**src/rtl/tr_pkg.sv**
```systemverilog
// Package: shared types of the descriptor ring consumer.
// Assumes: nothing beyond IEEE 1800-2017.
package tr_pkg;
    // Fetch sequencer states.
    typedef enum logic [1:0] {
        ST_IDLE  = 2'd0,
        ST_REQ   = 2'd1,
        ST_WAIT  = 2'd2,
        ST_OFFER = 2'd3
    } fetch_state_e;
endpackage

```
**src/rtl/tr_ptr_regs.sv**
```systemverilog
// Module: ring context registers (base, consumer index, producer index),
// doorbell capture, wrap-around increment, and the empty/full tests.
// Assumes: RING_LEN >= 2; configuration writes are honoured only while
// the sequencer reports idle; index values >= RING_LEN are dropped.
module tr_ptr_regs #(
    parameter int RING_LEN = 6,
    parameter int IDX_W    = 3,
    parameter int ADDR_W   = 32
) (
    input  logic              clk,
    input  logic              rst_n,
    input  logic              idle,
    input  logic              cfg_base_we,
    input  logic [ADDR_W-1:0] cfg_base,
    input  logic              cfg_rd_we,
    input  logic [IDX_W-1:0]  cfg_rd_idx,
    input  logic              cfg_wr_we,
    input  logic [IDX_W-1:0]  cfg_wr_idx,
    input  logic              db_we,
    input  logic [IDX_W-1:0]  db_wr_idx,
    input  logic              advance,
    output logic [ADDR_W-1:0] base_q,
    output logic [IDX_W-1:0]  rd_q,
    output logic [IDX_W-1:0]  wr_q,
    output logic [IDX_W-1:0]  rd_next,
    output logic              empty,
    output logic              full,
    output logic              pending
);
    localparam logic [IDX_W-1:0] LAST_IDX = IDX_W'(RING_LEN - 1);
    localparam logic [IDX_W:0]   LEN_EXT  = (IDX_W+1)'(RING_LEN);

    logic              db_ok;
    logic              cfg_rd_ok;
    logic              cfg_wr_ok;
    logic [IDX_W-1:0]  wr_next;

    // Range qualification of every incoming index.
    always_comb begin
        db_ok     = db_we && ({1'b0, db_wr_idx} < LEN_EXT);
        cfg_rd_ok = idle && cfg_rd_we && ({1'b0, cfg_rd_idx} < LEN_EXT);
        cfg_wr_ok = idle && cfg_wr_we && ({1'b0, cfg_wr_idx} < LEN_EXT);
    end

    // Wrapped successors of both indices.
    always_comb begin
        rd_next = (rd_q == LAST_IDX) ? '0 : rd_q + 1'b1;
        wr_next = (wr_q == LAST_IDX) ? '0 : wr_q + 1'b1;
    end

    // Occupancy tests.
    always_comb begin
        empty = (rd_q == wr_q);
        full  = (wr_next == rd_q);
    end

    // Base address register, writable only while idle.
    always_ff @(posedge clk) begin
        if (!rst_n) begin
            base_q <= '0;
        end else if (idle && cfg_base_we) begin
            base_q <= cfg_base;
        end
    end

    // Consumer index: host load while idle, step on downstream acceptance.
    always_ff @(posedge clk) begin
        if (!rst_n) begin
            rd_q <= '0;
        end else if (advance) begin
            rd_q <= rd_next;
        end else if (cfg_rd_ok) begin
            rd_q <= cfg_rd_idx;
        end
    end

    // Producer index: the doorbell wins over a plain configuration write.
    always_ff @(posedge clk) begin
        if (!rst_n) begin
            wr_q <= '0;
        end else if (db_ok) begin
            wr_q <= db_wr_idx;
        end else if (cfg_wr_ok) begin
            wr_q <= cfg_wr_idx;
        end
    end

    // Work-pending flag: armed by a doorbell, dropped once idle and drained.
    always_ff @(posedge clk) begin
        if (!rst_n) begin
            pending <= 1'b0;
        end else if (db_ok) begin
            pending <= 1'b1;
        end else if (idle && empty) begin
            pending <= 1'b0;
        end
    end
endmodule

```
**src/rtl/tr_addr_gen.sv**
```systemverilog
// Module: descriptor address generator, base + index * ELEM_BYTES.
// Assumes: ELEM_BYTES >= 1; a power-of-two size is built as a shift,
// any other size as a constant multiply.
module tr_addr_gen #(
    parameter int IDX_W      = 3,
    parameter int ADDR_W     = 32,
    parameter int ELEM_BYTES = 16
) (
    input  logic [ADDR_W-1:0] base,
    input  logic [IDX_W-1:0]  idx,
    output logic [ADDR_W-1:0] addr
);
    localparam bit IS_POW2 = ((ELEM_BYTES & (ELEM_BYTES - 1)) == 0);
    localparam int SHIFT   = $clog2(ELEM_BYTES);

    logic [ADDR_W-1:0] offset;

    generate
        if (IS_POW2) begin : g_shift
            // Offset by shifting the index.
            always_comb offset = ADDR_W'(idx) << SHIFT;
        end else begin : g_mult
            // Offset by constant multiplication.
            always_comb offset = ADDR_W'(idx) * ADDR_W'(ELEM_BYTES);
        end
    endgenerate

    // Final byte address.
    always_comb addr = base + offset;
endmodule

```
**src/rtl/tr_fetch_seq.sv**
```systemverilog
// Module: fetch sequencer. Issues one memory read at a time, holds the
// returned descriptor for the downstream handshake, and signals the
// index advance and the completion strobe on acceptance.
// Assumes: the memory returns exactly one response per accepted request.
module tr_fetch_seq #(
    parameter int IDX_W  = 3,
    parameter int DESC_W = 64
) (
    input  logic              clk,
    input  logic              rst_n,
    input  logic              pending,
    input  logic              empty,
    input  logic              more,
    input  logic [IDX_W-1:0]  rd_idx,
    output logic              mem_req_valid,
    input  logic              mem_req_ready,
    input  logic              mem_rsp_valid,
    input  logic [DESC_W-1:0] mem_rsp_data,
    output logic              dn_valid,
    input  logic              dn_ready,
    output logic [DESC_W-1:0] dn_desc,
    output logic [IDX_W-1:0]  dn_idx,
    output logic              advance,
    output logic              idle,
    output logic              done_pulse,
    output logic [IDX_W-1:0]  done_idx
);
    import tr_pkg::*;

    fetch_state_e state_q, state_d;
    logic [DESC_W-1:0] desc_q;

    // Handshake outputs decoded from the state.
    always_comb begin
        idle          = (state_q == ST_IDLE);
        mem_req_valid = (state_q == ST_REQ);
        dn_valid      = (state_q == ST_OFFER);
        advance       = dn_valid && dn_ready;
        dn_desc       = desc_q;
        dn_idx        = rd_idx;
    end

    // Next-state selection.
    always_comb begin
        state_d = state_q;
        unique case (state_q)
            ST_IDLE:  if (pending && !empty) state_d = ST_REQ;
            ST_REQ:   if (mem_req_ready)     state_d = ST_WAIT;
            ST_WAIT:  if (mem_rsp_valid)     state_d = ST_OFFER;
            ST_OFFER: if (dn_ready)          state_d = more ? ST_REQ : ST_IDLE;
            default:                         state_d = ST_IDLE;
        endcase
    end

    // State register.
    always_ff @(posedge clk) begin
        if (!rst_n) state_q <= ST_IDLE;
        else        state_q <= state_d;
    end

    // Descriptor holding register, loaded by the memory response.
    always_ff @(posedge clk) begin
        if (!rst_n) begin
            desc_q <= '0;
        end else if (state_q == ST_WAIT && mem_rsp_valid) begin
            desc_q <= mem_rsp_data;
        end
    end

    // Completion strobe and index, one cycle after acceptance.
    always_ff @(posedge clk) begin
        if (!rst_n) begin
            done_pulse <= 1'b0;
            done_idx   <= '0;
        end else begin
            done_pulse <= advance;
            if (advance) done_idx <= rd_idx;
        end
    end
endmodule

```
**src/rtl/tr_ring_consumer.sv**
```systemverilog
// Module: top of the doorbell-driven descriptor ring consumer. Connects the
// context registers, the address generator and the fetch sequencer.
// Assumes: RING_LEN >= 2, one channel, and a host that does not move the
// producer index past the consumer index.
module tr_ring_consumer #(
    parameter int RING_LEN   = 6,
    parameter int ADDR_W     = 32,
    parameter int DESC_W     = 64,
    parameter int ELEM_BYTES = 16,
    localparam int IDX_W     = $clog2(RING_LEN)
) (
    input  logic              clk,
    input  logic              rst_n,
    input  logic              cfg_base_we,
    input  logic [ADDR_W-1:0] cfg_base,
    input  logic              cfg_rd_we,
    input  logic [IDX_W-1:0]  cfg_rd_idx,
    input  logic              cfg_wr_we,
    input  logic [IDX_W-1:0]  cfg_wr_idx,
    input  logic              db_we,
    input  logic [IDX_W-1:0]  db_wr_idx,
    output logic              mem_req_valid,
    input  logic              mem_req_ready,
    output logic [ADDR_W-1:0] mem_req_addr,
    input  logic              mem_rsp_valid,
    input  logic [DESC_W-1:0] mem_rsp_data,
    output logic              dn_valid,
    input  logic              dn_ready,
    output logic [DESC_W-1:0] dn_desc,
    output logic [IDX_W-1:0]  dn_idx,
    output logic              done_pulse,
    output logic [IDX_W-1:0]  done_idx,
    output logic [IDX_W-1:0]  rd_idx_o,
    output logic [IDX_W-1:0]  wr_idx_o,
    output logic              empty_o,
    output logic              full_o
);
    logic              idle;
    logic              advance;
    logic              pending;
    logic [ADDR_W-1:0] base_q;
    logic [IDX_W-1:0]  rd_q;
    logic [IDX_W-1:0]  wr_q;
    logic [IDX_W-1:0]  rd_next;
    logic              more;

    tr_ptr_regs #(
        .RING_LEN (RING_LEN),
        .IDX_W    (IDX_W),
        .ADDR_W   (ADDR_W)
    ) u_ptr (
        .clk         (clk),
        .rst_n       (rst_n),
        .idle        (idle),
        .cfg_base_we (cfg_base_we),
        .cfg_base    (cfg_base),
        .cfg_rd_we   (cfg_rd_we),
        .cfg_rd_idx  (cfg_rd_idx),
        .cfg_wr_we   (cfg_wr_we),
        .cfg_wr_idx  (cfg_wr_idx),
        .db_we       (db_we),
        .db_wr_idx   (db_wr_idx),
        .advance     (advance),
        .base_q      (base_q),
        .rd_q        (rd_q),
        .wr_q        (wr_q),
        .rd_next     (rd_next),
        .empty       (empty_o),
        .full        (full_o),
        .pending     (pending)
    );

    tr_addr_gen #(
        .IDX_W      (IDX_W),
        .ADDR_W     (ADDR_W),
        .ELEM_BYTES (ELEM_BYTES)
    ) u_addr (
        .base (base_q),
        .idx  (rd_q),
        .addr (mem_req_addr)
    );

    // More work remains after the descriptor currently offered.
    always_comb more = (rd_next != wr_q);

    tr_fetch_seq #(
        .IDX_W  (IDX_W),
        .DESC_W (DESC_W)
    ) u_seq (
        .clk           (clk),
        .rst_n         (rst_n),
        .pending       (pending),
        .empty         (empty_o),
        .more          (more),
        .rd_idx        (rd_q),
        .mem_req_valid (mem_req_valid),
        .mem_req_ready (mem_req_ready),
        .mem_rsp_valid (mem_rsp_valid),
        .mem_rsp_data  (mem_rsp_data),
        .dn_valid      (dn_valid),
        .dn_ready      (dn_ready),
        .dn_desc       (dn_desc),
        .dn_idx        (dn_idx),
        .advance       (advance),
        .idle          (idle),
        .done_pulse    (done_pulse),
        .done_idx      (done_idx)
    );

    // Observable index outputs.
    always_comb begin
        rd_idx_o = rd_q;
        wr_idx_o = wr_q;
    end
endmodule

```
**config.mk**
```make
export PLATFORM = sky130hd
export DESIGN_NAME = tr_ring_consumer
export DESIGN_NICKNAME = d
export VERILOG_FILES = /design/src/rtl/tr_pkg.sv /design/src/rtl/tr_ptr_regs.sv /design/src/rtl/tr_addr_gen.sv /design/src/rtl/tr_fetch_seq.sv /design/src/rtl/tr_ring_consumer.sv
export SDC_FILE = /design/constraint.sdc
export NUM_CORES = 1
export LEC_CHECK = 0
export BUFFER_PORTS_ARGS = -buffer_cell sky130_fd_sc_hd__buf_2
export CELL_PAD_IN_SITES_DETAIL_PLACEMENT = 1
export CELL_PAD_IN_SITES_GLOBAL_PLACEMENT = 2
export CORE_UTILIZATION = 25
export CTS_CLUSTER_DIAMETER = 120
export CTS_CLUSTER_SIZE = 14
export DETAILED_ROUTE_END_ITERATION = 7
export PLACE_DENSITY = 0.84
export SLEW_MARGIN = 30
export SYNTH_ARGS = -nofsm -noshare
export SYNTH_HDL_FRONTEND = slang
export SYNTH_SLANG_ARGS = --single-unit
```
**constraint.sdc**
```tcl
create_clock -name clk -period 2.62 [get_ports clk]
set_input_delay 0.131 -clock clk [delete_from_list [all_inputs] [get_ports clk]]
set_output_delay 0.131 -clock clk [all_outputs]
set_load 0.02 [all_outputs]
```
==> results.md, run 1 <==
- Outcome: finished clean
- P_int: 0.00315 W
- Initial antenna violation count: 1
- Met3 usage: 5.61%
- Die area: 19,700 sq um
- Async set-reset flop share out of synthesis: 0%
- Number of DRC markers in iteration 0: 146
- GPL Wtd Cong: 0.781
- Register area share after synthesis: 45.7%
- Net Count, Synth: 736
- Post-synth top cells: 215 x nand2_1, 109 x dfxtp_1, 104 x a21oi_1, 31 x clkbuf_1, 15 x xnor2_1
- Clock Latency Late Sink: 0.36 ns
- Synth-to-Final Area Change: 46.4%
- Initial Util: 25.5%
- Count leader, synth: nand2_1
- Least-Margin Pin Slew: 0.559 ns
- Syn. warnings: 0
- Synth area leader: dfxtp_1
- Sw Pwr: 0.00166 W
- GRT overflow: 0
- CP Class: flip-flop to primary output
- RSZ-0062 raised after global routing: false
- Tcrit/Tclk final: 93.8%
- Vias in the first global route: 5,122
- CP required: 2.49 ns
- Peak supply drop: 0.000286 V
- Chip width: 140 um
- Synthesized instance count: 613
- Largest net degree at the start of global routing: 65
- CTS Sinks: 109
- Post-synth EDFFs: 0
- CTS H-tree depth: 3
- # DRC: 0
- Sw frac: 34.5%
- CP arrival: 2.33 ns
- Vias after detailed routing: 5,041
- Yosys top cell area share: 45.7%
- Final setup vio count: 0
- Setup TNS: 0 ns
- Post-Syn Area: 4770 sq um
- CTS tree: built
- M1 GR Usage: 19.9%
- Lkg Pwr: 3.12 nW
- PortBufs: 226
- Clk slew on worst S/H paths: 0.08 ns
- Clock skew: 0.0105 ns
- Seq cells post-synth: 109
- IO Pins: 227
- Layout cells sized above 1: 31.1%
- Row count: 50
- Routed WL per cell: 14.7 um
- Critical Path End Type: primary output
- Syn avg cell area: 7.79 sq um
- Top post-synthesis cells by area: dfxtp_1 46%, nand2_1 17%, a21oi_1 11%
- Slew Viols, Final: 0
- Core Box Area: 18,700 sq um
- Met2 Use GR: 28.3%
- Root Buffer: clkbuf_16
- Max-Cap Viols: 0
- Detail Route Antenna Nets: 0
- Worst-path fanout max: 2
- Worst rel slew slack: 62.7%
- Total power: 0.00481 W
- Clock buffer count from CTS: 9
- Longest Clk Path Bufs: 2
- Detail Placement HPWL: 11,400 um
- Routed vias/inst: 4.53
- Layout Nets: 995
- Die height: 140 um
- Startpoint types: flip-flop
- First-pass GRT wire length: 25,900 um
- GRT Total Usage: 16.7%
- Cell Pwr Density: 688 nW/um^2
- First-pass iteration count of the detailed router: 4
- Flop pwr share: 40.9%
- Synth cell types: 51
- Clock Power Share: 30.7%
- Final Hold Viols: 0
- Power share of the combinational group: 28.4%
- Post-synth top flop: dfxtp_1
- Total Wirelength: 16,300 um
- Most Used Layer, Global Route: met2
- Peak Freq: 407 MHz
- Worst min path class: primary input to flip-flop
- Period minus WS final: 2.46 ns
-- critical path, stage by stage, from the launching register on --
cell,delay (ns)
dfxtp_1,0.34
ha_1,0.18
inv_1,0.06
fa_2,0.36
nor2b_2,0.16
o21bai_1,0.11
or3_2,0.43
xnor2_1,0.16
buf_4,0.17
-- through the flow --
stage	util [%]	area, sq um	instances	worst slack [ns]	hold slack (ns)
2_1_floorplan	-	4770	613	0.234	0.249
3_3_place_gp	32.6	6110	1041	0.490	0.373
3_5_place_dp	32.6	6110	1041	0.480	0.379
4_1_cts	37.2	6960	1111	0.0855	0.000453
5_1_grt	37.3	6990	1111	0.0244	0.00939
6_report	37.4	6990	1112	0.162	0.0159
-- power groups by stage --
stage	registers, W	logic [W]	clock network, W
final	0.00197	0.00137	0.00148
after global routing	0.00199	0.00151	0.00161
after CTS	0.00197	0.00138	0.00154
after detailed placement	0.00201	0.00131	0
after global placement	0.00200	0.00130	0
after floorplan	0.00207	0.000782	0
-- cells in the final DEF, fill, tap and decap left out, drive strengths merged, types with 2 or more instances in the layout --
master	synthesis	final
a32oi	2	2
o311ai	2	2
nor4	3	3
o211ai	2	2
o311a	2	2
or3	3	3
xnor2	15	15
and2	4	4
nor2	14	14
nand3	10	10
and4	2	2
and3	4	4
clkbuf	31	11
a21oi	104	104
ha	8	8
nand2b	3	3
xor2	14	14
buf	13	238
a211oi	4	4
nand4	5	5
nor4b	2	2
nor3	5	5
mux2i	3	3
dlygate4sd3	0	54
nor2b	4	4
nand2	215	215
o21ai	3	3
dfxtp	109	109
inv	12	14
-- metal layers --
metal	share of wire [%]	wire length, um
met1	44	7190
met2	47	7660
met3	7.7	1250
met4	1.3	205
met5	0	0
-- sequential cells by signal (all words and copies together) (netlist names) --
| register | cells |
|---|---|
| u_ptr.wr_q | 3 |
| u_seq.state_q | 2 |
| u_ptr.base_q | 32 |
| u_ptr.rd_q | 3 |
| u_seq.done_pulse | 1 |
| u_seq.done_idx | 3 |
| u_seq.dn_desc | 64 |
| u_ptr.pending | 1 |
-- cell families after synthesis --
group / count (synthesis) / synth area share, %
compound gates: 128 / 14.8
simple gates: 279 / 25.7
mux: 3 / 0.629
flops: 109 / 45.7
xor+xnor: 29 / 5.32
buf+inv: 56 / 5.37
fa+ha+maj: 9 / 2.52
-- final timing paths --
path	from	end	slack, ns	cells past startpoint
max reg2reg	u_seq.state_q[0]	u_seq.state_q[0]	0.75	6
min reg2reg	u_seq.dn_desc[25]	u_seq.dn_desc[25]	0.45	2
max	u_ptr.rd_q[0]	mem_req_addr[18]	0.16	8
min	cfg_base[17]	u_ptr.base_q[17]	0.02	3
-- cell type report --
class                      count  area, sq um
antenna                        1         2.50
clock buffer                  11          253
clock inverter                 5         63.8
fill                        2340        11700
inverter                      12         46.3
multi-input combinational    448         2360
sequential                   109         2180
tap                          234          293
timing repair buffer         292         1790
-- timing repair --
| action | 4_1_cts | 5_1_grt |
|---|---|---|
| endpoints found under the hold margin | 54 | 0 |
| gates resized for setup | 0 | 5 |
| setup buffers | 0 | 0 |
| setup endpoints to repair | 0 | 7 |
| hold buffers | 54 | 0 |
Power figures use the tool's default switching activity.
==> run 2: changes to the inputs <==
--- a/config.mk
+++ b/config.mk
@@ -13,7 +13,8 @@
 export CTS_CLUSTER_SIZE = 14
 export DETAILED_ROUTE_END_ITERATION = 7
 export PLACE_DENSITY = 0.84
-export SLEW_MARGIN = 30
+export REMOVE_ABC_BUFFERS = 1
+export SLEW_MARGIN = 20
 export SYNTH_ARGS = -nofsm -noshare
 export SYNTH_HDL_FRONTEND = slang
 export SYNTH_SLANG_ARGS = --single-unit
==> run 2 against run 1 <==
Die area did not move. Fmax grew 1.6%. Clock skew fell by 0.0023 ns. Global-route usage shrank 0.21 points. Highest routed layer is now met5.
==> results.md, run 2 (synthesis gave the netlist of run 1 again) <==
- IO Pins: 227 (unchanged)
- Final worst setup slack: 0.201 ns (was 0.162 ns)
- Initial Util: 25.5% (unchanged)
- Clock Power Share: 29.4% (was 30.7%)
- Chip width: 140 um (unchanged)
- Flop pwr share: 41.9% (was 40.9%)
- Final core utilization: 36.7% (was 37.4%)
- GRT overflow: 0 (unchanged)
- PortBufs: 226 (unchanged)
- Cell Pwr Density: 686 nW/um^2 (was 688 nW/um^2)
- Peak supply drop: 0.000297 V (was 0.000286 V)
- Least-Margin Pin Slew: 0.563 ns (was 0.559 ns)
- Clk slew on worst S/H paths: 0.08 ns (about the same)
- Number of DRC markers in iteration 0: 152 (was 146)
- Largest register FFs: 64 (unchanged)
- Die height: 140 um (unchanged)
- P_int: 0.00303 W (was 0.00315 W)
- Sw frac: 35.6% (was 34.5%)
- # DRC: 0 (unchanged)
- Vias in the first global route: 5,010 (was 5,122)
- Sw Pwr: 0.00168 W (was 0.00166 W)
- Layout Nets: 984 (was 995)
- Most common cell after layout, fill and taps aside: buf_2 (unchanged)
- GPL Wtd Cong: 0.794 (was 0.781)
- Tcrit/Tclk final: 92.3% (was 93.8%)
- Detail Placement HPWL: 11,300 um (was 11,400 um)
- Placed instance area: 6140 sq um (was 6110 sq um)
- Max-Cap Viols: 0 (unchanged)
- CTS H-tree depth: 3 (unchanged)
- Power share of the combinational group: 28.7% (was 28.4%)
- Capturing point of the worst reg2reg path: u_seq.state_q[0] (unchanged)
- Hold slack: 0.0103 ns (was 0.0159 ns)
- CP Class: flip-flop to primary output (unchanged)
- Setup TNS: 0 ns (unchanged)
- Final setup vio count: 0 (unchanged)
- CP required: 2.49 ns (about the same)
- Outcome: finished clean (unchanged)
- Clock buffer count from CTS: 9 (unchanged)
- Layout cells sized above 1: 31.6% (was 31.1%)
- Clock Latency Late Sink: 0.36 ns (about the same)
- First-pass iteration count of the detailed router: 4 (unchanged)
- Critical Path End Type: primary output (unchanged)
- Reg2reg path depth: 6 (unchanged)
- Root Buffer: clkbuf_16 (unchanged)
- Worst-path fanout max: 2 (unchanged)
- Detail Route Antenna Nets: 0 (unchanged)
- Post-route cell area: 6860 sq um (was 6990 sq um)
- Peak Freq: 413 MHz (was 407 MHz)
- Worst Hold Path EP: u_ptr.base_q[25] (was u_ptr.base_q[17])
- Total Wirelength: 16,000 um (was 16,300 um)
- Slowest Stage Delay on Critical Path: 0.43 ns (about the same)
- Hold path startpoint: cfg_base[25] (was cfg_base[17])
- Final Hold Viols: 0 (unchanged)
- CP arrival: 2.29 ns (was 2.33 ns)
- Longest Clk Path Bufs: 2 (unchanged)
- Die area: 19,700 sq um (unchanged)
- RSZ-0062 raised after global routing: false (unchanged)
- Slew Viols, Final: 0 (unchanged)
- Worst r2r src: u_seq.state_q[0] (unchanged)
- Slowest library cell on the worst path: or3_2 (unchanged)
- GRT Total Usage: 16.4% (was 16.7%)
- Period minus WS final: 2.42 ns (was 2.46 ns)
- First-pass GRT wire length: 25,700 um (was 25,900 um)
- Worst rel slew slack: 62.4% (was 62.7%)
- Synth-to-Final Area Change: 43.7% (was 46.4%)
- Row count: 50 (unchanged)
- Startpoint types: flip-flop (unchanged)
- Initial antenna violation count: 4 (was 1)
- Routed WL per cell: 14.5 um (was 14.7 um)
- CTS tree: built (unchanged)
- CTS Sinks: 109 (unchanged)
- FF-to-FF setup slack: 0.73 ns (was 0.75 ns)
- DP Worst Slack: 0.471 ns (was 0.480 ns)
- Vias after detailed routing: 5,034 (was 5,041)
- Most frequent cells in the layout: 226 x buf_2, 214 x nand2_1, 108 x dfxtp_1 (was 225 x buf_2, 214 x nand2_1, 109 x dfxtp_1)
- Core Box Area: 18,700 sq um (unchanged)
- Largest net degree at the start of global routing: 65 (unchanged)
- Cell Chain, Critical Path: ha_1 -> inv_1 -> fa_2 -> nor2b_2 -> o21bai_1 -> or3_2 -> xnor2_1 -> buf_2 (was ha_1 -> inv_1 -> fa_2 -> nor2b_2 -> o21bai_1 -> or3_2 -> xnor2_1 -> buf_4)
- Worst min path class: primary input to flip-flop (unchanged)
- Clock skew: 0.00816 ns (was 0.0105 ns)
- Routed vias/inst: 4.57 (was 4.53)
- Hold path cells: 3 (unchanged)
- Lkg Pwr: 3.05 nW (was 3.12 nW)
-- run 2: area by class of cell --
type	count	area, sq um
multi-input combinational	448	2340
clock buffer	10	239
sequential	109	2180
clock inverter	6	51.3
tap	234	293
inverter	12	46.3
antenna	2	5.00
timing repair buffer	281	1700
fill	2321	11800
-- run 2: per-layer routing --
layer | vias up | GRT usage (%) | share of wire, %
met1 | 2343 | 19.3 | 43
met3 | 17 | 5.64 | 7.5
met5 | - | 0 | 0.10
met2 | 153 | 28.0 | 48
li1 | 2517 | - | -
met4 | 4 | 5.26 | 1.3
-- run 2: timing repair --
item,CTS,global route
hold buffers,42,0
buffers inserted,0,0
endpoints found under the setup margin,0,11
endpoints found under the hold margin,42,0
resized for setup,0,3
-- run 2: worst max-delay path by stage --
stage,endpoint,slack (ns),from
2_1_floorplan,mem_req_addr[18],-0.15,u_ptr.rd_q[0]
3_3_place_gp,mem_req_addr[18],0.55,u_ptr.rd_q[0]
3_5_place_dp,mem_req_addr[18],0.47,u_ptr.rd_q[0]
4_1_cts,mem_req_addr[18],0.08,u_ptr.rd_q[0]
5_1_grt,mem_req_addr[18],0.03,u_ptr.rd_q[0]
6_report,mem_req_addr[18],0.20,u_ptr.rd_q[0]
-- run 2: critical path, delay by kind of cell, from the launching register on --
family | cells | cell delay (ns)
and+or+nand+nor | 2 | 0.56
xor gates and xnor gates | 1 | 0.15
buffers and inverters | 2 | 0.24
AOI/OAI and AO/OA | 1 | 0.09
DFF | 1 | 0.36
adders and majority gates | 2 | 0.54
-- run 2: power by group through the flow --
stage,clock (W),combinational (W),sequential (W)
finish,0.00138,0.00135,0.00197
CTS,0.00144,0.00137,0.00197
floorplan,0,0.000685,0.00210
global placement,0,0.00131,0.00200
detailed placement,0,0.00132,0.00201
global route,0.00151,0.00149,0.00200
-- run 2: metrics by stage --
stage | instances | power [W]
CTS | 1100 | 0.00479
floorplan | 569 | 0.00279
finish | 1102 | 0.00470
detailed placement | 1042 | 0.00333
global route | 1102 | 0.00501
global placement | 1042 | 0.00331
